$ cat src/rtl/sysio_pkg.sv
package sysio_pkg;

  localparam int unsigned IO_DW = 8;

  // Reversed numbering: logical bit n sits at mask 0x80 >> n.
  function automatic logic [IO_DW-1:0] lbit(input int unsigned n);
    return 8'h80 >> n;
  endfunction

  localparam logic [15:0] P_SRESET = 16'h0092;
  localparam logic [15:0] P_EQUIP  = 16'h080C;
  localparam logic [15:0] P_KEY    = 16'h0818;
  localparam logic [15:0] P_SYSCTL = 16'h081C;
  localparam logic [15:0] P_IOMAP  = 16'h0850;
  localparam logic [15:0] P_BOARD  = 16'h0852;

  localparam int unsigned N_SINK = 4;
  localparam logic [N_SINK-1:0][15:0] P_SINKS =
    {16'h0814, 16'h0812, 16'h0810, 16'h0808};

  localparam logic [IO_DW-1:0] SRESET_KEEP = lbit(7);
  localparam logic [IO_DW-1:0] LE_REQ      = lbit(6);
  localparam logic [IO_DW-1:0] SYSCTL_KEEP = lbit(0) | lbit(1) | lbit(2) | lbit(3);
  localparam logic [IO_DW-1:0] IOMAP_KEEP  = lbit(7);

  typedef struct packed {
    logic sreset;
    logic sysctl;
    logic iomap;
    logic equip;
    logic board;
    logic key;
    logic sink;
  } port_sel_t;

endpackage

$ cat src/rtl/sysio_rst_sync.sv
module sysio_rst_sync #(
  parameter int unsigned STAGES = 2
) (
  input  logic clk,
  input  logic rst_n,
  output logic rst_sync_n
);
  logic [STAGES-1:0] chain_q;
  logic [STAGES-1:0] chain_d;

  always_comb begin
    chain_d = {chain_q[STAGES-2:0], 1'b1};
  end

  always_ff @(posedge clk or negedge rst_n) begin
    if (!rst_n) chain_q <= '0;
    else        chain_q <= chain_d;
  end

  assign rst_sync_n = chain_q[STAGES-1];
endmodule

$ cat src/rtl/sysio_port_decode.sv
module sysio_port_decode
  import sysio_pkg::*;
#(
  parameter int unsigned IO_AW = 16
) (
  input  logic [IO_AW-1:0] addr,
  output port_sel_t        sel
);
  localparam int unsigned PAD = (IO_AW > 16) ? IO_AW - 16 : 0;

  function automatic logic hit(input logic [IO_AW-1:0] a, input logic [15:0] p);
    return a == IO_AW'({{PAD{1'b0}}, p});
  endfunction

  logic [N_SINK-1:0] sink_hit;

  for (genvar i = 0; i < N_SINK; i++) begin : g_sink
    assign sink_hit[i] = hit(addr, P_SINKS[i]);
  end

  always_comb begin
    sel        = '0;
    sel.sreset = hit(addr, P_SRESET);
    sel.sysctl = hit(addr, P_SYSCTL);
    sel.iomap  = hit(addr, P_IOMAP);
    sel.equip  = hit(addr, P_EQUIP);
    sel.board  = hit(addr, P_BOARD);
    sel.key    = hit(addr, P_KEY);
    sel.sink   = |sink_hit;
  end
endmodule

$ cat src/rtl/sysio_ctrl_regs.sv
module sysio_ctrl_regs
  import sysio_pkg::*;
#(
  parameter logic [IO_DW-1:0] EQUIP_STRAP = '0,
  parameter logic [IO_DW-1:0] BOARD_ID    = '0
) (
  input  logic             clk,
  input  logic             rst_n,
  input  logic             wr_en,
  input  logic             rd_en,
  input  port_sel_t        sel,
  input  logic [IO_DW-1:0] wdata,
  output logic [IO_DW-1:0] rdata,
  output logic             soft_rst,
  output logic             iomap,
  output logic             le_err
);
  logic [IO_DW-1:0] sr_q, sr_d, ctl_q, ctl_d, map_q, map_d;
  logic [IO_DW-1:0] rd_q, rd_d, rd_val;
  logic             err_q, err_d;
  logic             sr_en, ctl_en, map_en;

  always_comb begin
    sr_en  = wr_en & sel.sreset;
    ctl_en = wr_en & sel.sysctl;
    map_en = wr_en & sel.iomap;
    sr_d   = wdata & SRESET_KEEP;
    ctl_d  = wdata & SYSCTL_KEEP;
    map_d  = wdata & IOMAP_KEEP;
    err_d  = sr_en & (|(wdata & LE_REQ));
  end

  always_comb begin
    rd_val = '0;
    if (sel.sreset)              rd_val = sr_q;
    else if (sel.sysctl)         rd_val = ctl_q;
    else if (sel.iomap)          rd_val = map_q;
    else if (sel.equip)          rd_val = EQUIP_STRAP;
    else if (sel.board)          rd_val = BOARD_ID;
    else if (sel.key | sel.sink) rd_val = '0;
    rd_d = rd_en ? rd_val : '0;
  end

  always_ff @(posedge clk or negedge rst_n) begin
    if (!rst_n) begin
      sr_q  <= '0;
      ctl_q <= '0;
      map_q <= IOMAP_KEEP;
      err_q <= 1'b0;
      rd_q  <= '0;
    end else begin
      if (sr_en)  sr_q  <= sr_d;
      if (ctl_en) ctl_q <= ctl_d;
      if (map_en) map_q <= map_d;
      err_q <= err_d;
      rd_q  <= rd_d;
    end
  end

  assign soft_rst = |(sr_q & SRESET_KEEP);
  assign iomap    = |(map_q & IOMAP_KEEP);
  assign le_err   = err_q;
  assign rdata    = rd_q;


  sreset_store_chk: assert property (@(posedge clk) disable iff (!rst_n)
    (wr_en && sel.sreset) |=> (soft_rst == $past(wdata[0])));


  le_err_cause_chk: assert property (@(posedge clk) disable iff (!rst_n)
    le_err |-> $past(wr_en && sel.sreset && wdata[1]));


  sysctl_mask_chk: assert property (@(posedge clk) disable iff (!rst_n)
    (wr_en && sel.sysctl) |=> (ctl_q == ($past(wdata) & 8'hF0)));


  iomap_hold_chk: assert property (@(posedge clk) disable iff (!rst_n)
    !(wr_en && sel.iomap) |=> $stable(iomap));


  rdata_idle_chk: assert property (@(posedge clk) disable iff (!rst_n)
    !rd_en |=> (rdata == '0));
endmodule

$ cat src/rtl/sysio_parity_port.sv
module sysio_parity_port #(
  parameter int unsigned          MEM_AW      = 32,
  parameter int unsigned          MEM_DW      = 32,
  parameter logic [MEM_AW-1:0]    PARITY_ADDR = 'hBFFF_EFF0
) (
  input  logic                  clk,
  input  logic                  rst_n,
  input  logic                  rd,
  input  logic [MEM_AW-1:0]     addr,
  input  logic [MEM_DW/8-1:0]   be,
  output logic                  ack,
  output logic [MEM_DW-1:0]     rdata
);
  logic ack_q, ack_d;

  always_comb begin
    ack_d = rd & (addr == PARITY_ADDR) & (&be);
  end

  always_ff @(posedge clk or negedge rst_n) begin
    if (!rst_n) ack_q <= 1'b0;
    else        ack_q <= ack_d;
  end

  assign ack   = ack_q;
  assign rdata = '0;


  parity_ack_chk: assert property (@(posedge clk) disable iff (!rst_n)
    ack |-> $past(rd && (be == '1) && (addr == PARITY_ADDR)));
endmodule

$ cat src/rtl/sysio_regblk.sv
module sysio_regblk
  import sysio_pkg::*;
#(
  parameter int unsigned       IO_AW       = 16,
  parameter int unsigned       MEM_AW      = 32,
  parameter int unsigned       SYNC_STAGES = 2,
  parameter logic [7:0]        EQUIP_STRAP = 8'h00,
  parameter logic [7:0]        BOARD_ID    = 8'h00,
  parameter logic [MEM_AW-1:0] PARITY_ADDR = 'hBFFF_EFF0
) (
  input  logic              clk,
  input  logic              rst_n,
  input  logic [IO_AW-1:0]  io_addr,
  input  logic [7:0]        io_wdata,
  input  logic              io_wr,
  input  logic              io_rd,
  output logic [7:0]        io_rdata,
  input  logic [MEM_AW-1:0] mem_addr,
  input  logic [3:0]        mem_be,
  input  logic              mem_rd,
  output logic [31:0]       mem_rdata,
  output logic              mem_ack,
  output logic              soft_rst_o,
  output logic              map_noncontig_o,
  output logic              le_mode_err_o
);
  logic      rst_int_n;
  port_sel_t sel;

  sysio_rst_sync #(.STAGES(SYNC_STAGES)) u_rst (
    .clk(clk), .rst_n(rst_n), .rst_sync_n(rst_int_n)
  );

  sysio_port_decode #(.IO_AW(IO_AW)) u_dec (
    .addr(io_addr), .sel(sel)
  );

  sysio_ctrl_regs #(.EQUIP_STRAP(EQUIP_STRAP), .BOARD_ID(BOARD_ID)) u_regs (
    .clk(clk), .rst_n(rst_int_n), .wr_en(io_wr), .rd_en(io_rd), .sel(sel),
    .wdata(io_wdata), .rdata(io_rdata), .soft_rst(soft_rst_o),
    .iomap(map_noncontig_o), .le_err(le_mode_err_o)
  );

  sysio_parity_port #(.MEM_AW(MEM_AW), .MEM_DW(32), .PARITY_ADDR(PARITY_ADDR)) u_par (
    .clk(clk), .rst_n(rst_int_n), .rd(mem_rd), .addr(mem_addr), .be(mem_be),
    .ack(mem_ack), .rdata(mem_rdata)
  );


  le_err_single_chk: assert property (@(posedge clk) disable iff (!rst_int_n)
    (le_mode_err_o && !$past(io_wr)) |=> !le_mode_err_o);
endmodule

$ cat config.mk
export PLATFORM = sky130hd
export DESIGN_NAME = sysio_regblk
export DESIGN_NICKNAME = d
export VERILOG_FILES = /design/src/rtl/sysio_pkg.sv /design/src/rtl/sysio_rst_sync.sv /design/src/rtl/sysio_port_decode.sv /design/src/rtl/sysio_ctrl_regs.sv /design/src/rtl/sysio_parity_port.sv /design/src/rtl/sysio_regblk.sv
export SDC_FILE = /design/constraint.sdc
export NUM_CORES = 1
export LEC_CHECK = 0
export BUFFER_PORTS_ARGS = -buffer_cell sky130_fd_sc_hd__buf_2
export CORE_MARGIN = 2
export CORE_UTILIZATION = 33
export CTS_CLUSTER_SIZE = 30
export DETAILED_ROUTE_END_ITERATION = 6
export PLACE_DENSITY = 0.8
export SLEW_MARGIN = 25
export SYNTH_ARGS = -nofsm -noshare
export SYNTH_HDL_FRONTEND = slang
export SYNTH_SLANG_ARGS = --single-unit
$ cat constraint.sdc
create_clock -name clk -period 0.8 [get_ports clk]
set_clock_uncertainty 0.05 [all_clocks]
set_input_delay 0.04 -clock clk [delete_from_list [all_inputs] [get_ports clk]]
set_output_delay 0.04 -clock clk [all_outputs]
set_load 0.05 [all_outputs]
; ---- Yosys cells after proc, flatten, opt, wreduce, memory -nomap -nowiden
; Cells that the tools add are included.
[word_totals]
regBits = 18
out_inout_bits = 44
[classes]
eq_ne = 4
muxes = 4
bitwise_logic = 6
reduce_logical = 1
[ops]
columns = operator, n
row1 = $eq 16x12->1 const B, 2
row2 = $eq 32x32->1 const B, 1
row3 = $mux 8, 3
row4 = $eq 16x8->1 const B, 1
row5 = $and 1x1->1, 6
row6 = $reduce_and 4->1, 1
row7 = $mux 1, 1

; ---- Longest topological paths before layout
; Gate-level depths: netlist of run 1.
[logic_depth]
ltp_word = 5
mapped_depth = 4

; ---- Hierarchy
; Synthesis of run 1 repeated with hierarchy kept, for this count alone.
[unflattened]
cells_unflattened = 106
area_unflattened_um2 = 1098.6
[modules_own_cells]
columns = module, n_inst, cells_per_inst, area_each_um2, seq_area_each_um2
row1 = sysio_ctrl_regs, 1, 34, 491.7, 301.5
row2 = sysio_parity_port, 1, 47, 359.1, 25.0
row3 = sysio_port_decode, 1, 22, 193.9, 0.0
row4 = sysio_rst_sync, 1, 3, 53.8, 50.0

; ---- Worst setup path after synthesis of run 1
; Ideal clock, no wire load.
[synth_timing]
path_kind = input-to-reg
from = input io_addr[9]
to = register u_regs.ctl_q[4]
arrival_time_ps = 1118
t_required_ps = 625
slack_ps = -493
path_stages = 4
path_buffers = 0
path_cell_list = nor4_1 -> nand4_1 -> nor2_1 -> mux2_2
[synth_via]
elab_chain_len = 2
[synth_rtl]
columns = item, line
row1 = start: declaration, sysio_regblk.sv:13  ; input logic [IO_AW-1:0] io_addr,
row2 = $eq 16x12->1, sysio_port_decode.sv:12  ; return a == IO_AW'({{PAD{1'b0}}, p});
row3 = $and 1x1->1, sysio_ctrl_regs.sv:25  ; ctl_en = wr_en & sel.sysctl;
row4 = end signal: assignment, sysio_ctrl_regs.sv:53  ; if (ctl_en) ctl_q <= ctl_d;
row5 = end: declaration, sysio_ctrl_regs.sv:18  ; logic [IO_DW-1:0] sr_q, sr_d, ctl_q, ctl_d, map_q, map_d;
; No other way between the ends.
; A chain may end at the register's enable or synchronous reset.

; ---- Worst setup path after layout of run 1
[layout_timing]
from = input io_addr[12]
to = register u_regs.ctl_q[4]
; The elaborated chain is that of the path after synthesis.

==> results by group, run 1 <==
Final layout
  – Diode count: 0
  – Commonest non-fill, non-tap cell in the layout: buf_2
  – Filler Cells Inserted: 243
  – Fin nets: 245
  – Share of cells above drive strength 1: 54.7%
  – Util after Layout: 54.1%
  – Final instance area: 0.00148 sq mm
  – Area added between synthesis and finish: 57.7%
  – Commonest non-fill, non-tap cells in the layout: buf_2 (56), conb_1 (36), buf_6 (14), dfrtp_1 (14)
  – Fin cells: 210

Critical path
  – R2R depth: 3
  – Worst reg2reg path startpoint: u_regs.map_q[0]
  – Worst-path fanout max: 4
  – Worst path max stage delay: 0.35 ns
  – Worst path required time: 0.91 ns
  – CP top delay family: simple AND/OR/NAND/NOR gates
  – Buffers & Inverters on Critical Path: 1
  – Critical-path cell list: buf_6 > nor4_4 > nand4_1 > nor2_4 > mux2_2
  – Reg2reg setup slack: -0.21 ns
  – CP Launch Type: input pin
  – Critical path's slowest cell: mux2_2
  – Reg-to-reg endpoint: u_regs.rdata[0]
  – Worst setup EP type: flip-flop
  – Worst EP arrival: 1.17 ns
  – Crit path kind: input pin to flip-flop

Run
  – Maxcap violations: 0

Pwr
  – P_leak: 0.778 nW
  – PD cells: 1210 mW/mm^2
  – Peak supply drop: 0.837 mV
  – Tot Pwr: 1.79 mW

Detailed routing
  – DR vias: 894
  – Post-DR vias/cell: 4.26
  – Remaining antenna violation count: 0
  – Routed WL: 2230 um
  – Avg WL per Cell: 10.6 um
  – Starting DRT DRC Count: 6
  – Drc violations: 0
  – 1st-pass router iterations: 4

Synthesis
  – Netlist Area Pre-Place: 937 sq um
  – Synth async-reset ratio: 100%
  – Post-synth EDFFs: 0
  – Post-synthesis cell type count: 18
  – Register bit total from synthesis: 15
  – Syn Inst Count: 94
  – Synth Warn #: 0
  – Synth Flop Type: dfrtp_1
  – Mean Syn Cell Area: 9.97 sq um
  – Register area share after synthesis: 40.2%

Timing
  – Max Slew Vio Count: 0
  – Final number of hold-violating endpoints: 7
  – F_max: 0.943 GHz
  – Hold_ws: -0.118 ns
  – Fin crit share: 132%
  – RSZ-0062 raised after global routing: yes
  – Minimum clock period: 1.06 ns
  – Final setup viols: 22
  – Final WS setup: -0.260 ns

Floorplan
  – Cell Rows: 19
  – # IOs: 109
  – Die Width: 57.3 um
  – CORE AREA: 0.00273 sq mm
  – Die height: 57.3 um
  – Die Area: 0.00328 sq mm
  – Starting density of the core: 34.3%

Place
  – Cell Area, Placed: 0.00128 sq mm
  – DP HPWL: 1910 um
  – Post-placement cell count: 201
  – RePlAce Congestion: 0.737
  – I/O Buffers: 71

Min path
  – Worst hold path depth: 2
  – Hold Path End: u_par.ack
  – Class of the worst hold path: input pin to flip-flop
  – Worst hold start: mem_addr[12]

Clocking
  – Clock Path Buffers: 2
  – CTS buffer count: 3
  – H-tree depth: 1
  – Clk_lat worst skew: 0.27 ns
  – Hold buffer count at CTS: 2
  – Sink Count: 15
  – CTS root buf: clkbuf_4
  – CTS tree: built
  – Worst-path clk slew: 0.08 ns

Global route
  – Tot GR Track Use: 13.5%
  – Largest net degree at the start of global routing: 9
  – Antenna violations before repair: 0
  – Vias in the first global route: 820
  – First-pass GRT wire length: 3310 um
  – Global route total overflow: 0

Run status
  – Status: complete, but fails checks
  – Failing checks: negative hold slack, negative setup slack
flip-flops by register name, indices dropped and copies added (netlist names):
signal	flops
u_regs.map_q	1
u_rst.chain_q	2
u_regs.rdata	5
u_par.ack	1
u_regs.sr_q	1
u_regs.le_err	1
u_regs.ctl_q	4
report_power, final:
group | total, mW | switching, mW | internal [mW]
Sequential | 0.770 | 0.00754 | 0.763
Clock | 0.407 | 0.214 | 0.193
Combinational | 0.610 | 0.444 | 0.166
Total | 1.79 | 0.666 | 1.12
synth_stat cells, drive strengths merged (2+ instances only):
library cell  count  area, sq um
nand2             2         7.51
nor2              5         18.8
mux2              6         67.6
conb              2         7.51
nand3             3         15.0
and2              5         31.3
nand4b            2         17.5
dfrtp            14          350
buf              35          263
nand4             9         56.3
nor4              4         25.0
how the worst max path moves through the flow:
stage / depth (start not counted) / to / slack [ns] / start
6_report: 5 / u_regs.ctl_q[4] / -0.26 / io_addr[12]
5_1_grt: 5 / u_regs.sr_q[0] / -0.32 / io_addr[9]
4_1_cts: 1 / map_noncontig_o / -0.27 / u_regs.map_q[0]
3_5_place_dp: 5 / u_regs.ctl_q[6] / -0.61 / io_addr[9]
3_3_place_gp: 5 / u_regs.ctl_q[6] / -0.58 / io_addr[9]
2_1_floorplan: 4 / u_regs.ctl_q[4] / -0.39 / io_addr[12]
layer usage:
metal	track usage, %	vias up	part of all wire [%]
li1	-	426	-
met1	12.5	404	31
met2	27.6	62	57
met3	3.40	2	11
met4	4.98	0	0.54
met5	0	-	0
worst register-to-register path: stages, from the launching register on:
cell and delay [ns]:
dfstp_2 0.55, buf_4 0.11, nand4_1 0.07, a21oi_1 0.14
cell type report:
type | count | area [sq um] | area share, %
timing repair buffer | 82 | 541 | 36.6
multi-input combinational | 78 | 495 | 33.5
clock buffer | 4 | 26.3 | 1.78
tap | 31 | 38.8 | 2.62
sequential | 15 | 377 | 25.5
cell families after synthesis:
| group | after synthesis | share of synthesized area [%] |
|---|---|---|
| DFF | 15 | 40.2 |
| muxes | 6 | 7.21 |
| and+or+nand+nor | 35 | 23.2 |
| buffers and inverters | 35 | 28.0 |
| other | 2 | 0.801 |
| AOI/OAI and AO/OA | 1 | 0.534 |
repair_timing:
item / in CTS / in global routing
pin swaps: 6 / 2
resized for setup: 30 / 3
cloned: 0 / 0
setup endpoints to repair: 18 / 22
endpoints found under the hold margin: 10 / 7
buffers inserted: 3 / 0
metrics by stage:
| step | setup TNS [ns] | setup WS [ns] |
|---|---|---|
| after floorplan | -2.87 | -0.394 |
| after global placement | -5.37 | -0.585 |
| after detailed placement | -5.55 | -0.612 |
| after CTS | -2.94 | -0.268 |
| after global routing | -4.20 | -0.323 |
| final | -3.16 | -0.260 |
No activity file was read; power rests on OpenSTA's default activity.
==> run 2: changes to the inputs <==
- ABC_AREA: default -> 1
- PLACE_DENSITY: 0.8 -> 0.76
- clock period: 0.8 -> 0.9 ns (I/O delays scaled with it)
==> results by group, run 2 <==
Run status
  – Status: complete, but fails checks
  – Failing checks: negative setup slack

Synthesis
  – Netlist Area Pre-Place: 0.00119 sq mm
  – Count leader, synth: buf_4
  – Post-synth EDFFs: 0
  – Synth Flop Type: dfrtp_1
  – Mean Syn Cell Area: 7.29 sq um
  – Register bit total from synthesis: 15
  – Post-synthesis cell type count: 20
  – Synth async-reset ratio: 100%
  – Yosys top cell area share: 29.5%
  – Synth Warn #: 0
  – Area contributors post-synth: dfrtp_1 (29%), buf_4 (23%), nand2_1 (10%), nor2_1 (6.6%), inv_1 (5.7%)
  – Register area share after synthesis: 31.7%
  – Cell taking the most area after synthesis: dfrtp_1
  – Syn Inst Count: 163
  – Commonest cells in the synthesized netlist: buf_4 (36), nand2_1 (32), nor2_1 (21)

Clocking
  – Clk_lat worst skew: 0.29 ns
  – CTS root buf: clkbuf_4
  – H-tree depth: 1
  – CTS buffer count: 3
  – Sink Count: 15
  – Clock Path Buffers: 2
  – CTS tree: built
  – Worst-path clk slew: 0.09 ns

Final layout
  – Area added between synthesis and finish: 41.8%
  – Diode count: 0
  – Share of cells above drive strength 1: 39.4%
  – Fin nets: 315
  – Fin cells: 295
  – Commonest non-fill, non-tap cells in the layout: buf_2 (60), conb_1 (36), nand2_1 (32)
  – Commonest non-fill, non-tap cell in the layout: buf_2
  – Max reg flops: 5
  – Util after Layout: 49.7%

Global route
  – Tot GR Track Use: 13.2%
  – Largest net degree at the start of global routing: 10
  – First-pass GRT wire length: 4310 um
  – Antenna violations before repair: 0
  – Vias in the first global route: 1080
  – Global route total overflow: 0

Detailed routing
  – Starting DRT DRC Count: 32
  – Drc violations: 0
  – DR vias: 1177
  – Routed WL: 2680 um
  – Post-DR vias/cell: 3.99
  – Remaining antenna violation count: 0
  – Avg WL per Cell: 9.09 um
  – 1st-pass router iterations: 4

Timing
  – RSZ-0062 raised after global routing: yes
  – Final setup viols: 10
  – Max Slew Vio Count: 0
  – Final number of hold-violating endpoints: 0
  – Final WS setup: -0.191 ns
  – Minimum clock period: 1.09 ns
  – F_max: 0.917 GHz
  – Fin crit share: 121%

Floorplan
  – Die height: 64.0 um
  – CORE AREA: 0.00339 sq mm
  – # IOs: 109
  – Die Width: 64.0 um
  – Starting density of the core: 35.1%
  – Cell Rows: 21
  – Die Area: 0.00410 sq mm

Place
  – Post-Place Setup Slack: -0.151 ns
  – DP HPWL: 2260 um
  – Post-placement cell count: 281
  – RePlAce Congestion: 0.721
  – I/O Buffers: 71

Critical path
  – Crit path depth: 1
  – Reg-to-reg endpoint: u_regs.rdata[0]
  – Buffers & Inverters on Critical Path: 1
  – Critical-path cell list: buf_8
  – Worst EP arrival: 1.00 ns
  – Worst-path fanout max: 2
  – Worst reg2reg path startpoint: u_regs.map_q[0]
  – Worst setup EP type: output pin
  – CP top delay family: flip-flops
  – Reg2reg setup slack: -0.08 ns
  – Worst path required time: 0.81 ns
  – Worst path max stage delay: 0.56 ns
  – R2R depth: 3
  – Crit path kind: flip-flop to output pin
  – Critical path's slowest cell: dfstp_2
  – CP Launch Type: flip-flop

Pwr
  – PD cells: 976 mW/mm^2
  – P_leak: 0.964 nW
  – Tot Pwr: 1.64 mW
  – Peak supply drop: 0.406 mV

Run
  – Maxcap violations: 0

Min path
  – Class of the worst hold path: input pin to async pin
-- run 2: changes by cell type after synthesis, sizes merged, moves of 5 or more --
cell   previous run  this run
nand2             2        37
inv               0        20
nand3             3        13
and2              5         0
mux2              6         0
nor2              5        25
-- run 2: cells by family after synthesis --
group                  after synthesis  share of synthesized area, %
AND/OR/NAND/NOR                     87                          36.4
buffers and inverters               57                          29.8
flip-flops                          15                          31.7
AO/OA/AOI/OAI                        2                          1.47
other                                2                         0.632
-- run 2: power breakdown --
part,leakage (nW),internal (mW),total [mW],switching (mW)
clock network,0.0177,0.165,0.378,0.213
logic,0.746,0.152,0.583,0.430
registers,0.200,0.678,0.684,0.00607
-- run 2: cell type report --
type,instances,area [sq um]
inverter,21,83.8
fill,319,1700
clock buffer,3,22.5
sequential,15,378
timing repair buffer,84,543
tap,46,57.6
multi-input combinational,125,596
clock inverter,1,5.00
-- run 2: how the worst max path moves through the flow --
stage,from,to,slack (ns)
floorplan,u_regs.map_q[0],u_regs.rdata[0],-0.12
global placement,io_addr[1],u_regs.ctl_q[4],-0.08
detailed placement,io_addr[1],u_regs.ctl_q[6],-0.15
CTS,u_regs.map_q[0],map_noncontig_o,-0.18
global route,u_regs.map_q[0],map_noncontig_o,-0.23
finish,u_regs.map_q[0],map_noncontig_o,-0.19
-- run 2: per-layer routing --
metal / routed length [um] / global-route usage [%]
met5: 0 / 0
met4: 42 / 5.71
met3: 137 / 1.23
met2: 1560 / 26.0
met1: 946 / 13.8
-- run 2: metrics by stage --
stage	hold slack (ns)	setup TNS (ns)	instance area, sq um
after detailed placement	-0.220	-1.09	1490
after CTS	0.0195	-0.325	1690
after global routing	0.00285	-0.756	1690
after global placement	-0.219	-0.529	1490
after floorplan	-0.301	-0.145	1320
final	0.00810	-0.393	1690
-- run 2: timing repair --
item                                    4_1_cts  5_1_grt
pin swaps                                     0        3
endpoints found under the setup margin        9       12
gates resized for setup                      19        1
endpoints found under the hold margin        15        0
hold buffers                                 10        0
setup buffers                                 2        0
==> run 3: changes to the inputs <==
- CORE_UTILIZATION: 33 -> 37
- PLACE_DENSITY: 0.76 -> 0.8
- clock period: 0.9 -> 1.1 ns (I/O delays scaled with it)
==> results by group, run 3 (same netlist as run 2, synthesis figures left out) <==
Detailed routing
  – Starting DRT DRC Count: 40
  – Avg WL per Cell: 9.06 um
  – Remaining antenna violation count: 0
  – 1st-pass router iterations: 4
  – Post-DR vias/cell: 3.96
  – Drc violations: 0
  – DR vias: 1153
  – Routed WL: 2640 um

Place
  – Post-Place Setup Slack: 0.0896 ns
  – I/O Buffers: 71
  – DP HPWL: 2110 um
  – RePlAce Congestion: 0.796

Pwr
  – PD cells: 837 mW/mm^2
  – Peak supply drop: 0.448 mV
  – Tot Pwr: 1.34 mW
  – P_leak: 0.947 nW

Timing
  – Final setup viols: 0
  – F_max: 0.925 GHz
  – Max Slew Vio Count: 0
  – RSZ-0062 raised after global routing: yes
  – Final number of hold-violating endpoints: 0
  – Minimum clock period: 1.08 ns
  – Fin crit share: 98.3%
  – Final WS setup: 0.0185 ns

Final layout
  – Multi-input logic area: 586 sq um
  – Area taken by flip-flops and latches: 377 sq um
  – Max reg flops: 5
  – Commonest non-fill, non-tap cell in the layout: buf_2
  – Commonest non-fill, non-tap cells in the layout: buf_2 (70), conb_1 (36), nand2_1 (32)
  – Share of cells above drive strength 1: 37.7%
  – Fin nets: 313
  – Diode count: 0
  – Filler Cells Inserted: 302
  – Area added between synthesis and finish: 34.7%

Clocking
  – CTS buffer count: 3
  – Clock Path Buffers: 2
  – Clk_lat worst skew: 0.28 ns
  – Worst-path clk slew: 0.09 ns
  – CTS root buf: clkbuf_4
  – H-tree depth: 1
  – CTS tree: built
  – Sink Count: 15

Global route
  – Vias in the first global route: 997
  – Antenna violations before repair: 0
  – Largest net degree at the start of global routing: 14
  – Tot GR Track Use: 13.7%
  – Global route total overflow: 0
  – First-pass GRT wire length: 3800 um

Floorplan
  – Starting density of the core: 38.9%
  – Die Width: 60.7 um
  – Die Area: 0.00368 sq mm
  – CORE AREA: 0.00305 sq mm
  – # IOs: 109
  – Die height: 60.7 um
  – Cell Rows: 20

Critical path
  – Crit path kind: flip-flop to output pin
  – Buffers & Inverters on Critical Path: 1
  – Worst setup EP type: output pin
  – Worst EP arrival: 0.98 ns
  – Worst-path fanout max: 2
  – Worst path required time: 1.00 ns
  – CP top delay family: flip-flops
  – Critical path's slowest cell: dfstp_2
  – Critical-path cell list: buf_8
  – CP Launch Type: flip-flop
  – Worst path max stage delay: 0.55 ns

Min path
  – Class of the worst hold path: input pin to async pin

Run status
  – Status: finished clean

Run
  – Maxcap violations: 0
run 3: cell types whose count changed in the layout (fill, tap and decap cells not counted), sizes merged:
cell,previous run,this run
buf,74,72
run 3: cell type report:
| cell class | instances | area share, % |
|---|---|---|
| clock buffers | 3 | 1.41 |
| flip-flops and latches | 15 | 23.5 |
| multi-input cells | 125 | 36.6 |
| repair buffers | 82 | 29.5 |
| clock inverters | 1 | 0.312 |
| well taps | 44 | 3.44 |
| inverters | 21 | 5.23 |
run 3: metal layers:
metal / track usage, % / share of wire, %
met1: 14.1 / 35
met2: 26.6 / 57
met3: 1.28 / 5.5
met4: 7.76 / 2.7
met5: 0 / 0
run 3: power by group:
group,total [mW],switching [mW],internal [mW]
sequential,0.564,0.00908,0.555
clock,0.304,0.169,0.135
combinational,0.473,0.351,0.122
total,1.34,0.529,0.812
run 3: worst paths after layout:
path / from / to / slack, ns / cells past startpoint
setup / recovery: u_regs.map_q[0] / map_noncontig_o / 0.02 / 1
hold / removal: rst_n / u_rst.chain_q[1] / 0.02 / 2
setup reg to reg: u_regs.map_q[0] / u_regs.rdata[0] / 0.13 / 3
hold reg to reg: u_rst.chain_q[1] / u_regs.rdata[4] / 0.16 / 0
max in group asynchronous: u_rst.chain_q[1] / u_regs.map_q[0] / 0.48 / 0
min in group clk: mem_addr[26] / u_par.ack / 0.03 / 5
run 3: through the flow:
step                      cell area [sq um]   TNS, ns  cells  utilization [%]  hold slack (ns)
after floorplan                        1320         0    197                -           -0.291
after global placement                 1460         0    276             47.7           -0.211
after detailed placement               1460         0    276             47.7           -0.207
after CTS                              1600         0    291             52.5           0.0208
after global routing                   1600  -0.00447    291             52.5           0.0266
final                                  1600         0    291             52.5           0.0192
run 3: repair_timing:
action / CTS / global route
hold buffers: 10 / 0
gates cloned: 0 / 0
gates resized for setup: 3 / 0
endpoints found under the hold margin: 14 / 0
buffers inserted: 1 / 0
endpoints found under the setup margin: 1 / 1
